[config.mk]
export PLATFORM = sky130hd
export DESIGN_NAME = can_mode_seq
export DESIGN_NICKNAME = d
export VERILOG_FILES = /design/src/rtl/can_mode_pkg.sv /design/src/rtl/can_mode_sel_reg.sv /design/src/rtl/can_mode_fsm.sv /design/src/rtl/can_mode_decode.sv /design/src/rtl/can_mode_seq.sv
export SDC_FILE = /design/constraint.sdc
export NUM_CORES = 1
export LEC_CHECK = 0
export BUFFER_PORTS_ARGS = -buffer_cell sky130_fd_sc_hd__buf_4
export CORE_AREA = 2 2 39 41
export DETAILED_ROUTE_END_ITERATION = 8
export DIE_AREA = 0 0 41 43
export GPL_TIMING_DRIVEN = 0
export MAX_ROUTING_LAYER = met4
export PLACE_DENSITY = 0.8
export RECOVER_POWER = 50
export SYNTH_ARGS = -nofsm -noshare
export SYNTH_HDL_FRONTEND = slang
export SYNTH_HIERARCHICAL = 1
export SYNTH_SLANG_ARGS = --single-unit
[constraint.sdc]
create_clock -name clk -period 1.35 [get_ports clk]
set_input_delay 0.2025 -clock clk [delete_from_list [all_inputs] [get_ports clk]]
set_output_delay 0.2025 -clock clk [all_outputs]
set_load 0.03 [all_outputs]
[src/rtl/can_mode_pkg.sv]
package can_mode_pkg;

   typedef enum logic [2:0] {
      MODE_CONFIG   = 3'd0,
      MODE_NORMAL   = 3'd1,
      MODE_SLEEP    = 3'd2,
      MODE_LOOPBACK = 3'd3,
      MODE_SNOOP    = 3'd4
   } can_mode_e;

   localparam int SEL_LOOP  = 0;
   localparam int SEL_SNOOP = 1;
   localparam int SEL_SLEEP = 2;
   localparam int SEL_MIN_W = 3;

endpackage

[src/rtl/can_mode_sel_reg.sv]
module can_mode_sel_reg
   import can_mode_pkg::*;
#(
   parameter int SEL_W = 3
) (
   input  logic             clk,
   input  logic             rst_n,
   input  logic             wr,
   input  logic [SEL_W-1:0] wdata,
   input  logic             lock,
   input  logic             hw_clr_sleep,
   output logic [SEL_W-1:0] sel_q
);

   if (SEL_W < SEL_MIN_W) begin : g_bad_width
      $error("can_mode_sel_reg: SEL_W must be at least 3");
   end

   always_ff @(posedge clk or negedge rst_n) begin
      if (!rst_n) begin
         sel_q <= '0;
      end else begin
         if (wr && !lock) sel_q <= wdata;
         if (hw_clr_sleep) sel_q[SEL_SLEEP] <= 1'b0;
      end
   end

   // a locked write leaves the register untouched
   a_r8_locked_write_ignored: assert property (@(posedge clk) disable iff (!rst_n)
      (lock && !hw_clr_sleep) |=> $stable(sel_q));

   // a wake request clears the sleep bit even when a write sets it
   a_r5_hw_clear_wins: assert property (@(posedge clk) disable iff (!rst_n)
      hw_clr_sleep |=> !sel_q[SEL_SLEEP]);

endmodule

[src/rtl/can_mode_fsm.sv]
module can_mode_fsm
   import can_mode_pkg::*;
#(
   parameter int SEL_W = 3
) (
   input  logic             clk,
   input  logic             rst_n,
   input  logic             enable,
   input  logic [SEL_W-1:0] sel_q,
   input  logic             bus_idle,
   input  logic             tx_pend,
   input  logic             rx_activity,
   output can_mode_e        state,
   output logic             hw_clr_sleep,
   output logic             sleep_irq,
   output logic             wake_irq
);

   can_mode_e nxt;
   logic      wake_req;

   assign wake_req     = rx_activity || tx_pend;
   assign hw_clr_sleep = enable && (state == MODE_SLEEP) && wake_req;

   always_comb begin
      nxt = state;
      unique case (state)
         MODE_CONFIG: begin
            if (sel_q[SEL_LOOP])        nxt = MODE_LOOPBACK;
            else if (sel_q[SEL_SNOOP])  nxt = MODE_SNOOP;
            else if (sel_q[SEL_SLEEP]) begin
               if (!tx_pend)            nxt = MODE_SLEEP;
            end else                    nxt = MODE_NORMAL;
         end
         MODE_NORMAL: begin
            if (sel_q[SEL_SLEEP] && bus_idle && !tx_pend) nxt = MODE_SLEEP;
         end
         MODE_SLEEP: begin
            if (wake_req) nxt = MODE_NORMAL;
         end
         default: nxt = state;
      endcase
      if (!enable) nxt = MODE_CONFIG;
   end

   always_ff @(posedge clk or negedge rst_n) begin
      if (!rst_n) begin
         state     <= MODE_CONFIG;
         sleep_irq <= 1'b0;
         wake_irq  <= 1'b0;
      end else begin
         state     <= nxt;
         sleep_irq <= (nxt == MODE_SLEEP) && (state != MODE_SLEEP);
         wake_irq  <= (state == MODE_SLEEP) && (nxt == MODE_NORMAL);
      end
   end

   // a low enable forces Configuration at the next edge
   a_r1_disable_to_config: assert property (@(posedge clk) disable iff (!rst_n)
      !enable |=> state == MODE_CONFIG);

   // no sleep while a transmit request is pending
   a_r3_pending_blocks_sleep: assert property (@(posedge clk) disable iff (!rst_n)
      (state == MODE_NORMAL && tx_pend) |=> state != MODE_SLEEP);

   // sleep pulse only in the first sleep cycle
   a_r6_sleep_pulse_on_entry: assert property (@(posedge clk) disable iff (!rst_n)
      sleep_irq |-> (state == MODE_SLEEP && $past(state) != MODE_SLEEP));

   // the two interrupt pulses never coincide
   a_r6_irq_exclusive: assert property (@(posedge clk) disable iff (!rst_n)
      !(sleep_irq && wake_irq));

   // a wake pulse lands in Normal
   a_r5_wake_to_normal: assert property (@(posedge clk) disable iff (!rst_n)
      wake_irq |-> state == MODE_NORMAL);

endmodule

[src/rtl/can_mode_decode.sv]
module can_mode_decode
   import can_mode_pkg::*;
#(
   parameter bit REG_OUT = 1'b0
) (
   input  logic      clk,
   input  logic      rst_n,
   input  can_mode_e state,
   output logic      tx_force_recessive,
   output logic      loopback_sel,
   output logic      rx_ext_en,
   output logic      errcnt_clear
);

   logic d_rec, d_loop, d_rx, d_clr;

   always_comb begin
      d_rec  = (state == MODE_LOOPBACK) || (state == MODE_SNOOP);
      d_loop = (state == MODE_LOOPBACK);
      d_rx   = (state == MODE_NORMAL) || (state == MODE_SLEEP) || (state == MODE_SNOOP);
      d_clr  = (state == MODE_SNOOP);
   end

   if (REG_OUT) begin : g_registered
      always_ff @(posedge clk or negedge rst_n) begin
         if (!rst_n) begin
            tx_force_recessive <= 1'b0;
            loopback_sel       <= 1'b0;
            rx_ext_en          <= 1'b0;
            errcnt_clear       <= 1'b0;
         end else begin
            tx_force_recessive <= d_rec;
            loopback_sel       <= d_loop;
            rx_ext_en          <= d_rx;
            errcnt_clear       <= d_clr;
         end
      end
   end else begin : g_direct
      assign tx_force_recessive = d_rec;
      assign loopback_sel       = d_loop;
      assign rx_ext_en          = d_rx;
      assign errcnt_clear       = d_clr;

      // loopback never listens to other nodes
      a_r9_loopback_deaf: assert property (@(posedge clk) disable iff (!rst_n)
         loopback_sel |-> (!rx_ext_en && tx_force_recessive));
   end

endmodule

[src/rtl/can_mode_seq.sv]
module can_mode_seq
   import can_mode_pkg::*;
#(
   parameter int SEL_W   = 3,
   parameter bit REG_OUT = 1'b0
) (
   input  logic             clk,
   input  logic             rst_n,
   input  logic             enable,
   input  logic             sel_wr,
   input  logic [SEL_W-1:0] sel_wdata,
   input  logic             bus_idle,
   input  logic             txfifo_pend,
   input  logic             txhp_pend,
   input  logic             rx_activity,
   output logic [2:0]       mode,
   output logic [SEL_W-1:0] sel_q,
   output logic             tx_force_recessive,
   output logic             loopback_sel,
   output logic             rx_ext_en,
   output logic             errcnt_clear,
   output logic             sleep_irq,
   output logic             wake_irq
);

   localparam int MODE_W = $bits(can_mode_e);

   if (MODE_W != 3) begin : g_bad_mode_w
      $error("can_mode_seq: mode code must be 3 bits");
   end

   can_mode_e state;
   logic      tx_pend, hw_clr_sleep, diag_lock;

   assign tx_pend   = txfifo_pend || txhp_pend;
   assign diag_lock = enable && ((state == MODE_LOOPBACK) || (state == MODE_SNOOP));
   assign mode      = state;

   can_mode_sel_reg #(.SEL_W(SEL_W)) u_sel (
      .clk(clk), .rst_n(rst_n), .wr(sel_wr), .wdata(sel_wdata),
      .lock(diag_lock), .hw_clr_sleep(hw_clr_sleep), .sel_q(sel_q)
   );

   can_mode_fsm #(.SEL_W(SEL_W)) u_fsm (
      .clk(clk), .rst_n(rst_n), .enable(enable), .sel_q(sel_q),
      .bus_idle(bus_idle), .tx_pend(tx_pend), .rx_activity(rx_activity),
      .state(state), .hw_clr_sleep(hw_clr_sleep),
      .sleep_irq(sleep_irq), .wake_irq(wake_irq)
   );

   can_mode_decode #(.REG_OUT(REG_OUT)) u_dec (
      .clk(clk), .rst_n(rst_n), .state(state),
      .tx_force_recessive(tx_force_recessive), .loopback_sel(loopback_sel),
      .rx_ext_en(rx_ext_en), .errcnt_clear(errcnt_clear)
   );

   // leaving sleep by disable raises no wake pulse
   a_r10_disable_no_wake: assert property (@(posedge clk) disable iff (!rst_n)
      (state == MODE_SLEEP && !enable) |=> !wake_irq);

endmodule

# Yosys cells after proc, flatten, opt, wreduce, memory -nomap -nowiden
# Cells that the tools add are included.
dict set report classes {
  reduce_logical 17
  n_mux 10
  magnitude_cmp 0
  n_eq_ne 7
  add_sub_neg 0
  div 0
  n_mul 0
  bitwise_logic 0
  n_shift 0
}
# operator count
set ops {}
lappend ops {{3-bit two-way mux} 8}
lappend ops {{3-bit by 2-bit == test with 1-bit output (second input constant)} 3}
lappend ops {{3-bit case mux with 3 select lines} 1}
lappend ops {{1-bit logical AND} 8}
lappend ops {{3-bit by 1-bit == test with 1-bit output (second input constant)} 2}
lappend ops {{1-bit logical OR} 5}
lappend ops {{3-bit == test (second input constant)} 1}
lappend ops {{3-bit logical NOT} 1}
lappend ops {{3-bit by 2-bit inequality test with 1-bit output (second input constant)} 1}
lappend ops {{1-bit logical NOT} 2}
lappend ops {{2-bit nonzero test} 1}
lappend ops {{1-bit two-way mux} 1}
dict set report word_totals {
  wordCells 39
  latch_bits 0
  rom_bits 0
  input_bits 11
  mem_count 0
  out_inout_bits 12
  ram_bits 0
  register_bits 8
}

# Logic depth before layout (Yosys ltp)
dict set report depth {
  depth_word 9
  ltp_mapped 5
  ltp_nobuf 5
}

# Cells and area by module
# The synthesis kept the hierarchy.
# module instances area_per_inst_um2 cells_each seq_area_each_um2
set by_module_without_submodules {}
lappend by_module_without_submodules {can_mode_fsm 1 284.0 32 125.1}
lappend by_module_without_submodules {can_mode_sel_reg 1 141.4 9 75.1}
lappend by_module_without_submodules {can_mode_decode 1 38.8 7 0.0}
lappend by_module_without_submodules {can_mode_seq 1 31.3 4 0.0}

# Worst setup path before layout
# OpenSTA, ideal clock, no wires.
dict set report synth_timing {
  path_type {reg2out}
  start {reg u_fsm.state[0]}
  end {out tx_force_recessive}
  stages_incl_launch_ff 3
  t_required_ns 1.148
  path_buffers 0
  slack_ns -0.366
  arrival_ns 1.513
  path_cell_list {dfrtp_1 > nand2_1 > o21ai_0}
}
dict set report synth_between {
  elab_chain_len 2
  word_cells_on_any_way 3
  cone_classes {2 x eq/ne; 1 x reduce/logical}
}
# item line_no
set synth_lines {}
lappend synth_lines {{from (decl)} can_mode_fsm.sv:13} ;# output can_mode_e state,
lappend synth_lines {{from (signal assigned)} can_mode_fsm.sv:52} ;# state <= nxt;
lappend synth_lines {{3-bit by 2-bit == test with 1-bit output / 3-bit == test (equally long branches)} can_mode_decode.sv:18} ;# d_rec = (state == MODE_LOOPBACK) || (state == MODE_SNOOP);
lappend synth_lines {{1-bit logical OR (*)} can_mode_decode.sv:18}
lappend synth_lines {{to (decl)} can_mode_seq.sv:18} ;# output logic tx_force_recessive,
# Every way passes the cells marked *; elsewhere a longest branch is shown, timed or not.

# Worst setup path after layout
dict set report layout_timing {
  start {reg u_fsm.state[1]}
  end {out rx_ext_en}
}
dict set report layout_between {
  elab_chain_len 3
  word_cells_on_any_way 5
  cone_classes {3 x eq/ne; 2 x reduce/logical}
}
# item line_no
set layout_lines {}
lappend layout_lines {{3-bit by 1-bit == test with 1-bit output / 3-bit by 2-bit == test with 1-bit output (equally long branches)} can_mode_decode.sv:20} ;# d_rx = (state == MODE_NORMAL) || (state == MODE_SLEEP) || (state == MODE_SNOOP);
lappend layout_lines {{1-bit logical OR} can_mode_decode.sv:20}
lappend layout_lines {{1-bit logical OR (*)} can_mode_decode.sv:20}
lappend layout_lines {{to (decl)} can_mode_seq.sv:20} ;# output logic rx_ext_en,
# Marks and branches as above.

==> metrics.yaml <==
yosys:
  syn-cell-area_um2: 495
  synth_cell_type_count: 24
  ys_warn_count: 6
  syn_inst: 52
  synth_fp_nets: 63
  ys_top_cells_by_count: "8 x dfrtp_1, 6 x nor2_1, 6 x o21ai_0, 4 x a21oi_1"
  ys_ff_latch: 8
  syn_area_per_cell_um2: 9.53
  synth.top_cell.area_share: 0.404
  synthFlopType: "dfrtp_1"
  synth.area.top_cells: "dfrtp_1 40%, o21ai_0 6.1%, mux2_4 6.1%, nor2_1 4.5%, a21oi_1 4.0%"
  synth_area_leader_cell: "dfrtp_1"
  synth_edf_count: 0
  yosysSeqAreaShare: 0.404
  synthMostInstantiatedCell: "dfrtp_1"
  synthArstFlopShare: 1.00
timing:
  slew_headroom: 0.704
  finClkSkew_ns: 0.00908
  tns_ns: -0.749
  finalCritPeriodShare: 1.12
  setup_viol_count_final: 8
  rsz0062_at_grt: "yes"
  fin_crit_ns: 1.51
  max_freq_ghz: 0.664
  hold_violations: 0
  layout_setup_ws_ns: -0.156
  final.hold.worst_slack_ns: 0.176
  worstMarginPinSlew_ns: 0.442
  slew_viol_final: 0
finish:
  layout-drive-gt1-share: 0.563
  synthToLayoutAreaGrowth_pct: 74.5
  fin_nets: 99
  antenna_cells: 0
  seq_area_um2: 204
  multi_input_area_um2: 328
  fill_cells: 139
  post-route-util: 0.625
critical_path:
  critPathArrivalTime_ns: 1.30
  endpoint_kind: "output pin"
  crit_type: "register to output pin"
  r2r_cells: 5
  path_max_fanout: 3
  r2r_slack_ns: -0.08
  regToRegEndpoint: "u_sel/sel_q[0]"
  worstPathRequired_ns: 1.15
  r2r_start: "u_fsm/state[1]"
  critPathLaunchType: "register"
worst_hold_path:
  hold_path.class: "input port to register"
  min_path_cells: 2
  min_to: "u_sel/sel_q[1]"
  min_from: "sel_wdata[1]"
grt:
  antenna_found_initial: 0
  grt_pass1_vias: 526
  track_usage: 0.194
  grt_max_degree: 14
  grt_first_pass_wirelength_um: 2190
  gr-total-overflow: 0
run_status:
  violations: "setup timing"
  outcome: "complete, but fails checks"
power:
  ir_worst_vdd_uv: 797
  power.leakage_nw: 0.392
  power.switching_uw: 486
  power_density_nw_per_um2: 1370
  p_int_uw: 700
  p_sw_frac: 0.410
  p_comb_frac: 0.561
  power.share.sequential: 0.269
  p_clk_frac: 0.171
cts:
  clkSinkCount: 8
  clock_latency_ns: 0.26
  cts_made_buffers: 3
  root_buffer: "clkbuf_4"
  clock_path_buffers: 2
  cts.clk_slew.worst_paths_ns: 0.06
  h-tree-depth: 1
  cts_tree: "built"
floorplan:
  io_pins: 23
  initial_core_util: 0.358
  die_h_um: 43
  die_width_um: 41
  std_cell_rows: 14
  die_area_um2: 1760
  core_um2: 1380
routing:
  drt_iter0_markers: 23
  wl_um: 1540
  via_per_inst: 5.45
  postRouteAntennaNets: 0
  drtPass1Iterations: 4
  wl_per_cell_um: 15.0
  drc_errors: 0
  vias: 561
placement:
  io_buffer_count: 22
  place.gp.congestion: 0.812
  dp_slack_ns: -0.0907
  dpl.hpwl_um: 899
run:
  cap_violations: 0
## flip-flops by register name, summed over array words and instances, names as in the netlist
name and count:
u_fsm/sleep_irq 1, u_fsm/wake_irq 1, u_sel/sel_q 3, u_fsm/state 3
## critical path: stages (launching register included)
cell     delay (ns)
dfrtp_2        0.40
or3b_4         0.42
o21ai_2        0.08
buf_6          0.14
## layout by cell type (no fill, tap or decap), types with 3 or more instances in the layout
| master | synthesis | routed |
|---|---|---|
| dfrtp_2 | 0 | 3 |
| nand2_1 | 3 | 3 |
| buf_6 | 0 | 6 |
| buf_4 | 0 | 20 |
| nor2_1 | 6 | 5 |
| clkbuf_1 | 0 | 3 |
| clkbuf_4 | 0 | 3 |
| dfrtp_1 | 8 | 5 |
| a21oi_1 | 4 | 4 |
## cell type report
| cell class | count | area share |
|---|---|---|
| repair buffers | 31 | 0.318 |
| flip-flops and latches | 8 | 0.236 |
| well taps | 16 | 0.0232 |
| inverters | 3 | 0.0130 |
| multi-input cells | 41 | 0.379 |
| clock buffers | 4 | 0.0304 |
## metal layers
layer  wire length, um  GRT usage
met4                 8     0.0600
met5                 0          -
met1               552      0.192
met3               117     0.0942
met2               864      0.319
## what timing repair did
item | CTS | global route
hold endpoints to repair | 8 | 0
gates cloned | 0 | 1
buffers inserted | 3 | 4
resized for setup | 7 | 8
pin swaps | 3 | 2
endpoints found under the setup margin | 8 | 8
hold buffers | 1 | 0
## power by group through the flow
stage	sequential [mW]	clock, mW	combinational [mW]
final	0.319	0.202	0.665
after floorplan	0.430	0	0.228
after CTS	0.314	0.212	0.577
after detailed placement	0.375	0	0.455
after global placement	0.372	0	0.444
after global routing	0.325	0.221	0.707
## through the flow
step           cells  power (mW)  instance area [um^2]
6_report         103        1.19                   865
5_1_grt          103        1.25                   865
4_1_cts           98        1.10                   787
3_5_place_dp      90       0.830                   701
3_3_place_gp      90       0.815                   701
2_1_floorplan     52       0.659                   515
## logic make-up (layout without fill, tap and decap cells)
kind of cell	after synthesis	after routing	synth area share
flip-flops	8	8	0.404
AO/OA/AOI/OAI	14	14	0.192
AND/OR/NAND/NOR	24	24	0.303
buffers and inverters	3	38	0.0227
multiplexers	2	2	0.0606
XOR/XNOR	1	1	0.0177
## how the worst max path moves through the flow
stage                   startpoint         endpoint  slack (ns)
floorplan           u_fsm/state[2]   u_sel/sel_q[0]       -0.06
global route        u_fsm/state[1]        rx_ext_en       -0.20
global placement         txhp_pend  u_fsm/sleep_irq       -0.06
detailed placement       txhp_pend  u_fsm/sleep_irq       -0.09
CTS                 u_fsm/state[1]        rx_ext_en       -0.16
finish              u_fsm/state[1]        rx_ext_en       -0.16
Note: power is estimated with default switching activity, not from simulation.
